$ cat config.mk
export PLATFORM = sky130hd
export DESIGN_NAME = tmr_ctl_stat_regs
export DESIGN_NICKNAME = d
export VERILOG_FILES = /design/src/rtl/tmr_regs_pkg.sv /design/src/rtl/tmr_ctl_reg.sv /design/src/rtl/tmr_stat_reg.sv /design/src/rtl/tmr_irq_gen.sv /design/src/rtl/tmr_rearm_gen.sv /design/src/rtl/tmr_ctl_stat_regs.sv
export SDC_FILE = /design/constraint.sdc
export NUM_CORES = 1
export LEC_CHECK = 0
export ABC_AREA = 1
export BUFFER_PORTS_ARGS = -buffer_cell sky130_fd_sc_hd__buf_2
export CORE_ASPECT_RATIO = 0.7
export CORE_MARGIN = 5
export CORE_UTILIZATION = 40
export CTS_BUF_LIST = sky130_fd_sc_hd__clkbuf_16
export DETAILED_ROUTE_END_ITERATION = 16
export PLACE_DENSITY = 0.95
export SYNTH_ARGS = -nofsm -noshare
export SYNTH_HDL_FRONTEND = slang
export SYNTH_SLANG_ARGS = --single-unit
$ cat constraint.sdc
create_clock -name clk -period 1.4 [get_ports clk]
set_clock_uncertainty 0.2 [all_clocks]
set_input_delay 0.28 -clock clk [delete_from_list [all_inputs] [get_ports clk]]
set_output_delay 0.28 -clock clk [all_outputs]
set_load 0.1 [all_outputs]
$ cat src/rtl/tmr_regs_pkg.sv
// Shared constants for the timer control/status register bank.
// Assumes a 32-bit word; bit positions are fixed because the
// counters and interrupt logic decode these fields.
package tmr_regs_pkg;
    localparam int unsigned REG_W    = 32;
    localparam int unsigned IRQ_N    = 3;
    // control word enable positions
    localparam int unsigned C_WDG_IE = 27;
    localparam int unsigned C_DEC_IE = 26;
    localparam int unsigned C_FIT_IE = 23;
    // status word positions
    localparam int unsigned S_ENW    = 31;
    localparam int unsigned S_WIS    = 30;
    localparam int unsigned S_WRS_HI = 29;
    localparam int unsigned S_WRS_LO = 28;
    localparam int unsigned S_DIS    = 27;
    localparam int unsigned S_FIS    = 26;
    localparam logic [REG_W-1:0] S_IMPL_MASK   = 32'hFC00_0000;
    localparam logic [REG_W-1:0] S_RESUME_MASK = 32'hF000_0000;

    // interrupt lane order: 0 = decrementer, 1 = watchdog, 2 = fixed-interval
    function automatic int unsigned lane_stat_bit(input int unsigned lane);
        case (lane)
            0:       return S_DIS;
            1:       return S_WIS;
            default: return S_FIS;
        endcase
    endfunction

    function automatic int unsigned lane_en_bit(input int unsigned lane);
        case (lane)
            0:       return C_DEC_IE;
            1:       return C_WDG_IE;
            default: return C_FIT_IE;
        endcase
    endfunction
endpackage

$ cat src/rtl/tmr_ctl_reg.sv
// Control word register. Loaded whole on a write strobe.
// Assumes: synchronous active-low reset clears it to zero.
module tmr_ctl_reg #(
    parameter int unsigned W = 32
) (
    input  logic         clk,
    input  logic         rst_n,
    input  logic         wr_en,
    input  logic [W-1:0] wr_data,
    output logic [W-1:0] ctl_q
);
    // Hold or load the control word.
    always_ff @(posedge clk) begin
        if (!rst_n)     ctl_q <= '0;
        else if (wr_en) ctl_q <= wr_data;
    end
endmodule

$ cat src/rtl/tmr_stat_reg.sv
// Status word register with write-one-to-clear, resume clear and
// hardware set. Set beats clear in the same cycle. Bits outside
// IMPL_MASK are held at zero.
module tmr_stat_reg #(
    parameter int unsigned       W           = 32,
    parameter logic [W-1:0]      IMPL_MASK   = '1,
    parameter logic [W-1:0]      RESUME_MASK = '0
) (
    input  logic         clk,
    input  logic         rst_n,
    input  logic         clr_en,
    input  logic [W-1:0] clr_data,
    input  logic         resume,
    input  logic [W-1:0] set_vec,
    output logic [W-1:0] stat_q
);
    logic [W-1:0] clr_mask;
    logic [W-1:0] stat_nxt;

    // Combine software and resume clears, then apply sets on top.
    always_comb begin
        clr_mask = (clr_en ? clr_data : '0) | (resume ? RESUME_MASK : '0);
        stat_nxt = ((stat_q & ~clr_mask) | set_vec) & IMPL_MASK;
    end

    // Register the status word.
    always_ff @(posedge clk) begin
        if (!rst_n) stat_q <= '0;
        else        stat_q <= stat_nxt;
    end
endmodule

$ cat src/rtl/tmr_irq_gen.sv
// Registered interrupt lines: each lane is its status bit AND its
// enable bit, one cycle behind the register values.
module tmr_irq_gen
    import tmr_regs_pkg::*;
#(
    parameter int unsigned W     = REG_W,
    parameter int unsigned LANES = IRQ_N
) (
    input  logic             clk,
    input  logic             rst_n,
    input  logic [W-1:0]     stat_q,
    input  logic [W-1:0]     ctl_q,
    output logic [LANES-1:0] irq_q
);
    for (genvar i = 0; i < LANES; i++) begin : g_lane
        localparam int unsigned SB = lane_stat_bit(i);
        localparam int unsigned EB = lane_en_bit(i);
        // Register this lane's status-and-enable product.
        always_ff @(posedge clk) begin
            if (!rst_n) irq_q[i] <= 1'b0;
            else        irq_q[i] <= stat_q[SB] & ctl_q[EB];
        end
    end
endmodule

$ cat src/rtl/tmr_rearm_gen.sv
// Single-cycle re-arm strobes to the interval counters, issued the
// cycle after a clear of their flag, a control write or (watchdog) a resume.
module tmr_rearm_gen
    import tmr_regs_pkg::*;
#(
    parameter int unsigned W = REG_W
) (
    input  logic         clk,
    input  logic         rst_n,
    input  logic         ctl_wr_en,
    input  logic         clr_en,
    input  logic [W-1:0] clr_data,
    input  logic         resume,
    output logic         rearm_fit,
    output logic         rearm_wdg
);
    // Register the two strobes.
    always_ff @(posedge clk) begin
        if (!rst_n) begin
            rearm_fit <= 1'b0;
            rearm_wdg <= 1'b0;
        end else begin
            rearm_fit <= ctl_wr_en | (clr_en & clr_data[S_FIS]);
            rearm_wdg <= ctl_wr_en | (clr_en & clr_data[S_WIS]) | resume;
        end
    end
endmodule

$ cat src/rtl/tmr_ctl_stat_regs.sv
// Top: timer control/status register bank. Holds the control word
// and status word, drives three registered interrupt lines and two
// re-arm strobes. Counting and watchdog reset actions live elsewhere.
module tmr_ctl_stat_regs
    import tmr_regs_pkg::*;
(
    input  logic        clk,
    input  logic        rst_n,
    input  logic        ctl_wr_en,
    input  logic [31:0] ctl_wr_data,
    input  logic        stat_clr_en,
    input  logic [31:0] stat_clr_data,
    input  logic        resume,
    input  logic        evt_dec,
    input  logic        evt_fit,
    input  logic        evt_wdg_int,
    input  logic        evt_wdg_enw,
    input  logic [1:0]  evt_wdg_rst,
    output logic [31:0] ctl_q,
    output logic [31:0] stat_q,
    output logic        irq_dec,
    output logic        irq_wdg,
    output logic        irq_fit,
    output logic        rearm_fit,
    output logic        rearm_wdg
);
    logic [REG_W-1:0] set_vec;
    logic [IRQ_N-1:0] irq_q;

    // Place the hardware event pulses at their status positions.
    always_comb begin
        set_vec           = '0;
        set_vec[S_FIS]    = evt_fit;
        set_vec[S_DIS]    = evt_dec;
        set_vec[S_WRS_LO] = evt_wdg_rst[0];
        set_vec[S_WRS_HI] = evt_wdg_rst[1];
        set_vec[S_WIS]    = evt_wdg_int;
        set_vec[S_ENW]    = evt_wdg_enw;
    end

    tmr_ctl_reg #(.W(REG_W)) u_ctl (
        .clk(clk), .rst_n(rst_n), .wr_en(ctl_wr_en),
        .wr_data(ctl_wr_data), .ctl_q(ctl_q)
    );

    tmr_stat_reg #(.W(REG_W), .IMPL_MASK(S_IMPL_MASK),
                   .RESUME_MASK(S_RESUME_MASK)) u_stat (
        .clk(clk), .rst_n(rst_n), .clr_en(stat_clr_en),
        .clr_data(stat_clr_data), .resume(resume),
        .set_vec(set_vec), .stat_q(stat_q)
    );

    tmr_irq_gen #(.W(REG_W), .LANES(IRQ_N)) u_irq (
        .clk(clk), .rst_n(rst_n), .stat_q(stat_q),
        .ctl_q(ctl_q), .irq_q(irq_q)
    );

    tmr_rearm_gen #(.W(REG_W)) u_rearm (
        .clk(clk), .rst_n(rst_n), .ctl_wr_en(ctl_wr_en),
        .clr_en(stat_clr_en), .clr_data(stat_clr_data), .resume(resume),
        .rearm_fit(rearm_fit), .rearm_wdg(rearm_wdg)
    );

    assign irq_dec = irq_q[0];
    assign irq_wdg = irq_q[1];
    assign irq_fit = irq_q[2];
endmodule

## Word-level counts from Yosys, hierarchy flattened

Index checks and enable logic that the tools add are counted.

- Bits in registers: 69
- Input port bits: 75
- Output and inout bits: 69
- Word-level logic and storage cells: 22

- Muxes and demuxes: 2
- Bitwise gates (word level): 12

Operators with widths:

| kind | number |
|---|---|
| 32-bit 2-to-1 mux | 2 |
| 32-bit OR | 2 |
| 32-bit AND | 1 |
| 32-bit NOT | 1 |
| 1-bit AND | 5 |
| 1-bit OR | 3 |

## Logic depth before layout (Yosys ltp)

Gate-level depths: netlist of run 1.

- Depth after elaboration: 5
- Gate-level depth with buffers: 4
- Depth with buffers taken out: 4

## Modules after synthesis

Synthesis of run 1 repeated with hierarchy kept, for this count alone.

- Cells, all modules: 279
- Area, all modules: 1,915.6 µm²

By module, submodules not included:

| module | times used | cells an instance | area each (µm²) | seq. area each (µm²) |
|---|---|---|---|---|
| tmr_ctl_reg | 1 | 202 | 1,335.0 | 640.6 |
| tmr_stat_reg | 1 | 57 | 421.7 | 120.1 |
| tmr_irq_gen | 1 | 10 | 86.3 | 60.1 |
| tmr_rearm_gen | 1 | 9 | 68.8 | 40.0 |
| tmr_ctl_stat_regs | 1 | 1 | 3.8 | 0.0 |

## Least setup slack after synthesis of run 1

Ideal clock, no wire load.

- Kind: register to register
- Start: register u_stat.stat_q[30]
- End: register u_stat.stat_q[30]
- Library setup time: 70 ps
- Arrival: 1,221 ps
- Required time: 1,130 ps
- Slack: -91 ps
- Stages on the path, launching flop included: 3
- Path buffers: 0
- Clock period less this slack: 1,491 ps
- Path through: dfxtp_1 -> nand3_1 -> a21oi_1

- Longest elaborated chain between the ends: 2

Ends and longest elaborated chain:

| what | line | RTL |
|---|---|---|
| start: declaration | tmr_stat_reg.sv:15 | `output logic [W-1:0] stat_q` |
| start signal: assignment | tmr_stat_reg.sv:29 | `else stat_q <= stat_nxt;` |
| 32-bit AND | tmr_stat_reg.sv:23 | `stat_nxt = ((stat_q & ~clr_mask) \| set_vec) & IMPL_MASK;` |
| 32-bit OR | tmr_stat_reg.sv:23 |  |

No other way between the ends.
A chain may end at the register's enable or synchronous reset.

## Worst setup path after layout of run 1

- Start: register u_ctl.ctl_q[26]
- End: output ctl_q[26]

RTL lines:

| what | line | RTL |
|---|---|---|
| start: declaration | tmr_ctl_reg.sv:10 | `output logic [W-1:0] ctl_q` |
| start signal: assignment | tmr_ctl_reg.sv:15 | `else if (wr_en) ctl_q <= wr_data;` |
| end: declaration | tmr_ctl_stat_regs.sv:19 | `output logic [31:0] ctl_q,` |

No word-level cell between the ends.

==> results of run 1 <==
==> worst min path at each step <==
stage                            startpoint                 to  slack, ns
final                               evt_fit  u_stat.stat_q[26]       0.01
after global routing                evt_fit  u_stat.stat_q[26]       0.02
after CTS                           evt_fit  u_stat.stat_q[26]       0.01
after detailed placement  u_stat.stat_q[26]     u_irq.irq_q[2]       0.27
after global placement      u_ctl.ctl_q[27]     u_irq.irq_q[1]       0.25
after floorplan                     evt_fit  u_stat.stat_q[26]       0.20
==> power by group <==
group          switching (W)  internal [W]
Sequential         0.0000856       0.00132
Combinational        0.00105      0.000406
Clock               0.000426      0.000649
Total                0.00156       0.00238
==> state kept, by name (all words and copies together) (netlist names) <==
register / count
u_rearm.rearm_fit: 1
u_irq.irq_q: 3
u_ctl.ctl_q: 32
u_stat.stat_q: 6
u_rearm.rearm_wdg: 1
==> final cells by class <==
cell class                 instances  area [um^2]  share of cell area
clock buffer                       5        125.1             0.04292
clock inverter                     3        16.27            0.005579
inverter                           8        30.03             0.01030
multi-input combinational        149        614.3              0.2107
sequential                        43        908.4              0.3116
tap                               52        65.06             0.02232
timing repair buffer              95         1156              0.3966
==> stage by stage <==
stage / cells / hold WS, ns / util / area, um^2
finish: 355 / 0.009800 / 0.7343 / 2915
global route: 355 / 0.01881 / 0.7343 / 2915
CTS: 355 / 0.01056 / 0.7343 / 2915
detailed placement: 347 / 0.2652 / 0.6987 / 2774
global placement: 347 / 0.2539 / 0.6987 / 2774
floorplan: 235 / 0.1973 / - / 1812
==> kinds of logic (layout without fill, tap and decap cells) <==
logic type,after synthesis,count (layout),synth area share
compound gates,39,39,0.1168
other cells,1,26,0.002245
flops,43,43,0.5154
simple gates,84,84,0.1925
buf+inv,43,111,0.1730
==> layer usage <==
layer  up-vias  track usage
li1        793            -
met1       727       0.1743
met2        79       0.2869
met3         8      0.07317
met4         0      0.04981
met5         -            0
==> cells in the final DEF (no fill, tap or decap) <==
| cell | n |
|---|---|
| nand3_1 | 5 |
| clkinv_2 | 1 |
| clkinvlp_4 | 1 |
| inv_2 | 2 |
| a21oi_1 | 7 |
| clkbuf_16 | 5 |
| buf_2 | 48 |
| nand2_1 | 10 |
| conb_1 | 26 |
| buf_12 | 45 |
| buf_4 | 2 |
| nor2_1 | 69 |
| dfxtp_2 | 38 |
| dfxtp_1 | 5 |
| o21ai_0 | 32 |
| inv_1 | 7 |
==> worst register-to-register path: stages, from the launching register on <==
cell and delay, ns:
dfxtp_2 0.33, o21ai_0 0.20, nor2_1 0.07
==> flow_summary.toml, run 1 <==
[outcome]
status = "completed"

[cts]
cts_resized = 0
cts_sinks = 43
insertion_delay_ns = 0.27
clk_path_buf_depth = 2
clk_pin_slew_ns = 0.06
numCtsBuffers = 5
clockRootBuffer = "clkbuf_16"
postCtsSetupRepairBufs = 0
cts_hold_buf = 0
htree_num_levels = 2
cts_tree = "built"

[layout]
syn2layout_area_growth_pct = 74.53
diodes = 0
fillCellCount = 287
nets = 377
layout-drive-gt1-share = 0.4686

[synth]
netlist.area_leader.share = 0.5154
ys_warn_count = 0
yosysMostFrequentCell = "nor2_1"
synth_common_cells = "nor2_1 (69), dfxtp_1 (43), o21ai_0 (32)"
synthFlopType = "dfxtp_1"
netlist_instances = 210
yosys-top-cells-area = "dfxtp_1 (52%), nor2_1 (16%), buf_4 (12%), o21ai_0 (9.6%), nand2_1 (2.2%)"
synth-edff-count = 0
synth_top_area_cell = "dfxtp_1"
syn_area_per_cell_um2 = 7.954
ys_ff_latch = 43
netlist_area_um2 = 1670
ys_seq_area_frac = 0.5154
async_flop_share = 0
ys_types = 13

[detailed_routing]
met1_length_um = 1638
first_iter_violations = 82
wirelength_um = 4650
num_vias = 1607
drc_errors = 0
dr.pass1.iters = 5
top_layer = "met4"
routedWlPerCell_um = 13.10
wl_met3_um = 520
drtAntennaViolNets = 0
via_per_inst = 4.527
dr_wl_met2_um = 2404

[setup_path]
cp_slowest_cell = "dfxtp_2"
crit_path_start = "u_ctl.ctl_q[26]"
worst-path-stages = 1
crit_type = "flop to primary output"
r2r_start = "u_ctl.ctl_q[1]"
worst-path-buf-inv = 1
r2r_cells = 2
critPathCapture = "ctl_q[26]"
slowest_delay_ns = 0.38
critPathTopFamily = "flip-flops"
endpoint_kind = "primary output"
cp_cell_sequence = "buf_12"
required_ns = 0.92
critPathLaunchType = "flop"
crit_fanout = 3
critPathArrivalTime_ns = 0.84
r2r-end = "u_ctl.ctl_q[1]"
r2r_slack_ns = 0.49

[place]
place.gp.congestion = 0.7758
pre_cts_ws_ns = 0.1386
io_buffers = 91
place_hpwl_um = 3797

[pwr]
ir_drop_uv = 990.0
total_power_w = 0.003938
p_per_area_nw_per_um2 = 1351
p_leak_nw = 1.378

[floorplan]
die_w_um = 87.24
io_pins = 144
die_y_um = 64.07
die_area_um2 = 5589
initial_utilization = 0.4207
core-area_um2 = 3970
fp-row-count = 19

[min_path]
min_path_type = "input pin to flop"
holdPathStages = 3

[grt]
grt_use_total = 0.1625
grt_pass1_vias = 1548
antenna_found_initial = 0
grt_max_degree = 27
grt_pass1_wl_um = 7113
globalRoute.totalOverflow = 0

[sta]
timing.final.max_slew_violations = 0
fin_crit_sh = 0.9439
layout_min_cycle_time_ns = 1.321
setup_violations = 0
rsz0062_at_grt = "no"
final.setup.tns_ns = 0
finalWorstSetupSlack_ns = 0.07857
fmax_mhz = 756.8
hold_viol_final = 0

[run]
cap_violations = 0
Note: power is estimated with default switching activity, not from simulation.
==> inputs of run 2 (changes only) <==
- CORE_ASPECT_RATIO: 0.7 -> 0.8
==> flow_summary.toml, run 2 (synthesis gave the netlist of run 1 again) <==
[setup_path]
required_ns = 0.92
critPathArrivalTime_ns = 0.83
crit_type = "flop to primary output"
endpoint_kind = "primary output"
critPathLaunchType = "flop"
critPathTopFamily = "flip-flops"
crit_fanout = 3
worst-path-buf-inv = 1
cp_cell_sequence = "buf_12"
cp_slowest_cell = "dfxtp_2"
slowest_delay_ns = 0.37

[floorplan]
die_w_um = 82.25
io_pins = 144
fp-row-count = 21
initial_utilization = 0.4075
die_area_um2 = 5577
core-area_um2 = 4099
die_y_um = 67.80

[place]
dp_cells = 353
place_hpwl_um = 3588
place.gp.congestion = 0.6989
io_buffers = 91

[sta]
layout_min_cycle_time_ns = 1.311
fmax_mhz = 762.7
rsz0062_at_grt = "no"
timing.final.max_slew_violations = 0
fin_crit_sh = 0.9366
whs_ns = 0.01004
final.setup.tns_ns = 0
setup_violations = 0
hold_viol_final = 0

[grt]
grt_pass1_vias = 1510
met1_usage = 0.1702
grt_max_degree = 33
antenna_found_initial = 0
grtUsageMet3 = 0.07200
grt-busiest-layer = "met2"
grt_pass1_wl_um = 6879
grt_use_met2 = 0.2920
globalRoute.totalOverflow = 0
grt_use_total = 0.1629

[cts]
numCtsBuffers = 5
cts_hold_buf = 0
insertion_delay_ns = 0.28
htree_num_levels = 2
cts_sinks = 43
clockRootBuffer = "clkbuf_16"
clk_path_buf_depth = 2
cts_resized = 0
cts_tree = "built"
postCtsSetupRepairBufs = 0
clk_pin_slew_ns = 0.06

[layout]
layout-drive-gt1-share = 0.4671
fin_util = 0.7112
nets = 378
final_common_cell = "nor2_1"
largest_register_ff_count = 32
syn2layout_area_growth_pct = 74.53
top_register = "u_ctl.ctl_q"
diodes = 0
mostFrequentLayoutCells = "nor2_1 (69), buf_2 (48), buf_12 (44)"
final_cells = 361
biggestRegsByFlops = "u_ctl.ctl_q (32), u_stat.stat_q (6), u_irq.irq_q (3)"

[outcome]
status = "completed"

[detailed_routing]
first_iter_violations = 61
num_vias = 1556
wirelength_um = 4510
routedWlPerCell_um = 12.49
drc_errors = 0
dr.pass1.iters = 4
drtAntennaViolNets = 0
via_per_inst = 4.310

[pwr]
total_power_w = 0.003945
p_per_area_nw_per_um2 = 1353
ir_drop_uv = 921.6
p_leak_nw = 1.372

[min_path]
min_path_type = "input pin to flop"

[run]
cap_violations = 0
-- run 2: cell count changes in the layout (fill, tap and decap cells not counted) --
cell	before	now
clkinv_1	0	2
buf_4	2	4
inv_1	7	6
buf_12	45	44
clkinv_2	1	0
-- run 2: final timing paths --
check | from | to | slack [ns] | depth (start not counted)
worst max-delay path | u_stat.stat_q[30] | stat_q[30] | 0.09 | 1
worst min-delay path | evt_fit | u_stat.stat_q[26] | 0.01 | 3
worst min register to register | u_ctl.ctl_q[26] | u_irq.irq_q[0] | 0.26 | 2
worst max register to register | u_ctl.ctl_q[3] | u_ctl.ctl_q[3] | 0.49 | 2
-- run 2: per-stage QoR --
step	cell area, um^2	setup slack [ns]
3_3_place_gp	2775	0.2270
4_1_cts	2915	0.08060
3_5_place_dp	2775	0.1507
2_1_floorplan	1812	0.01102
5_1_grt	2915	0.05306
6_report	2915	0.08881
-- run 2: final cells by class --
cell class,instances,area (um^2)
Sequential cell,43,908.4
Fill cell,329,1184
Clock inverter,3,15.01
Inverter,8,30.03
Multi-Input combinational cell,149,614.3
Timing Repair Buffer,96,1151
Clock buffer,5,125.1
Tap cell,57,71.32
-- run 2: power breakdown --
| part | internal (W) | total (W) | switching [W] |
|---|---|---|---|
| Combinational | 0.000405 | 0.00145 | 0.00104 |
| Sequential | 0.00132 | 0.00141 | 0.0000839 |
| Clock | 0.000647 | 0.00109 | 0.000441 |
| Total | 0.00238 | 0.00395 | 0.00157 |
-- run 2: routing by layer --
metal / wire (um) / part of all wire / vias up
met5: 0 / 0 / -
met4: 59 / 0.013 / 0
met3: 456 / 0.10 / 6
met2: 2314 / 0.51 / 64
met1: 1679 / 0.37 / 691
li1: - / - / 795
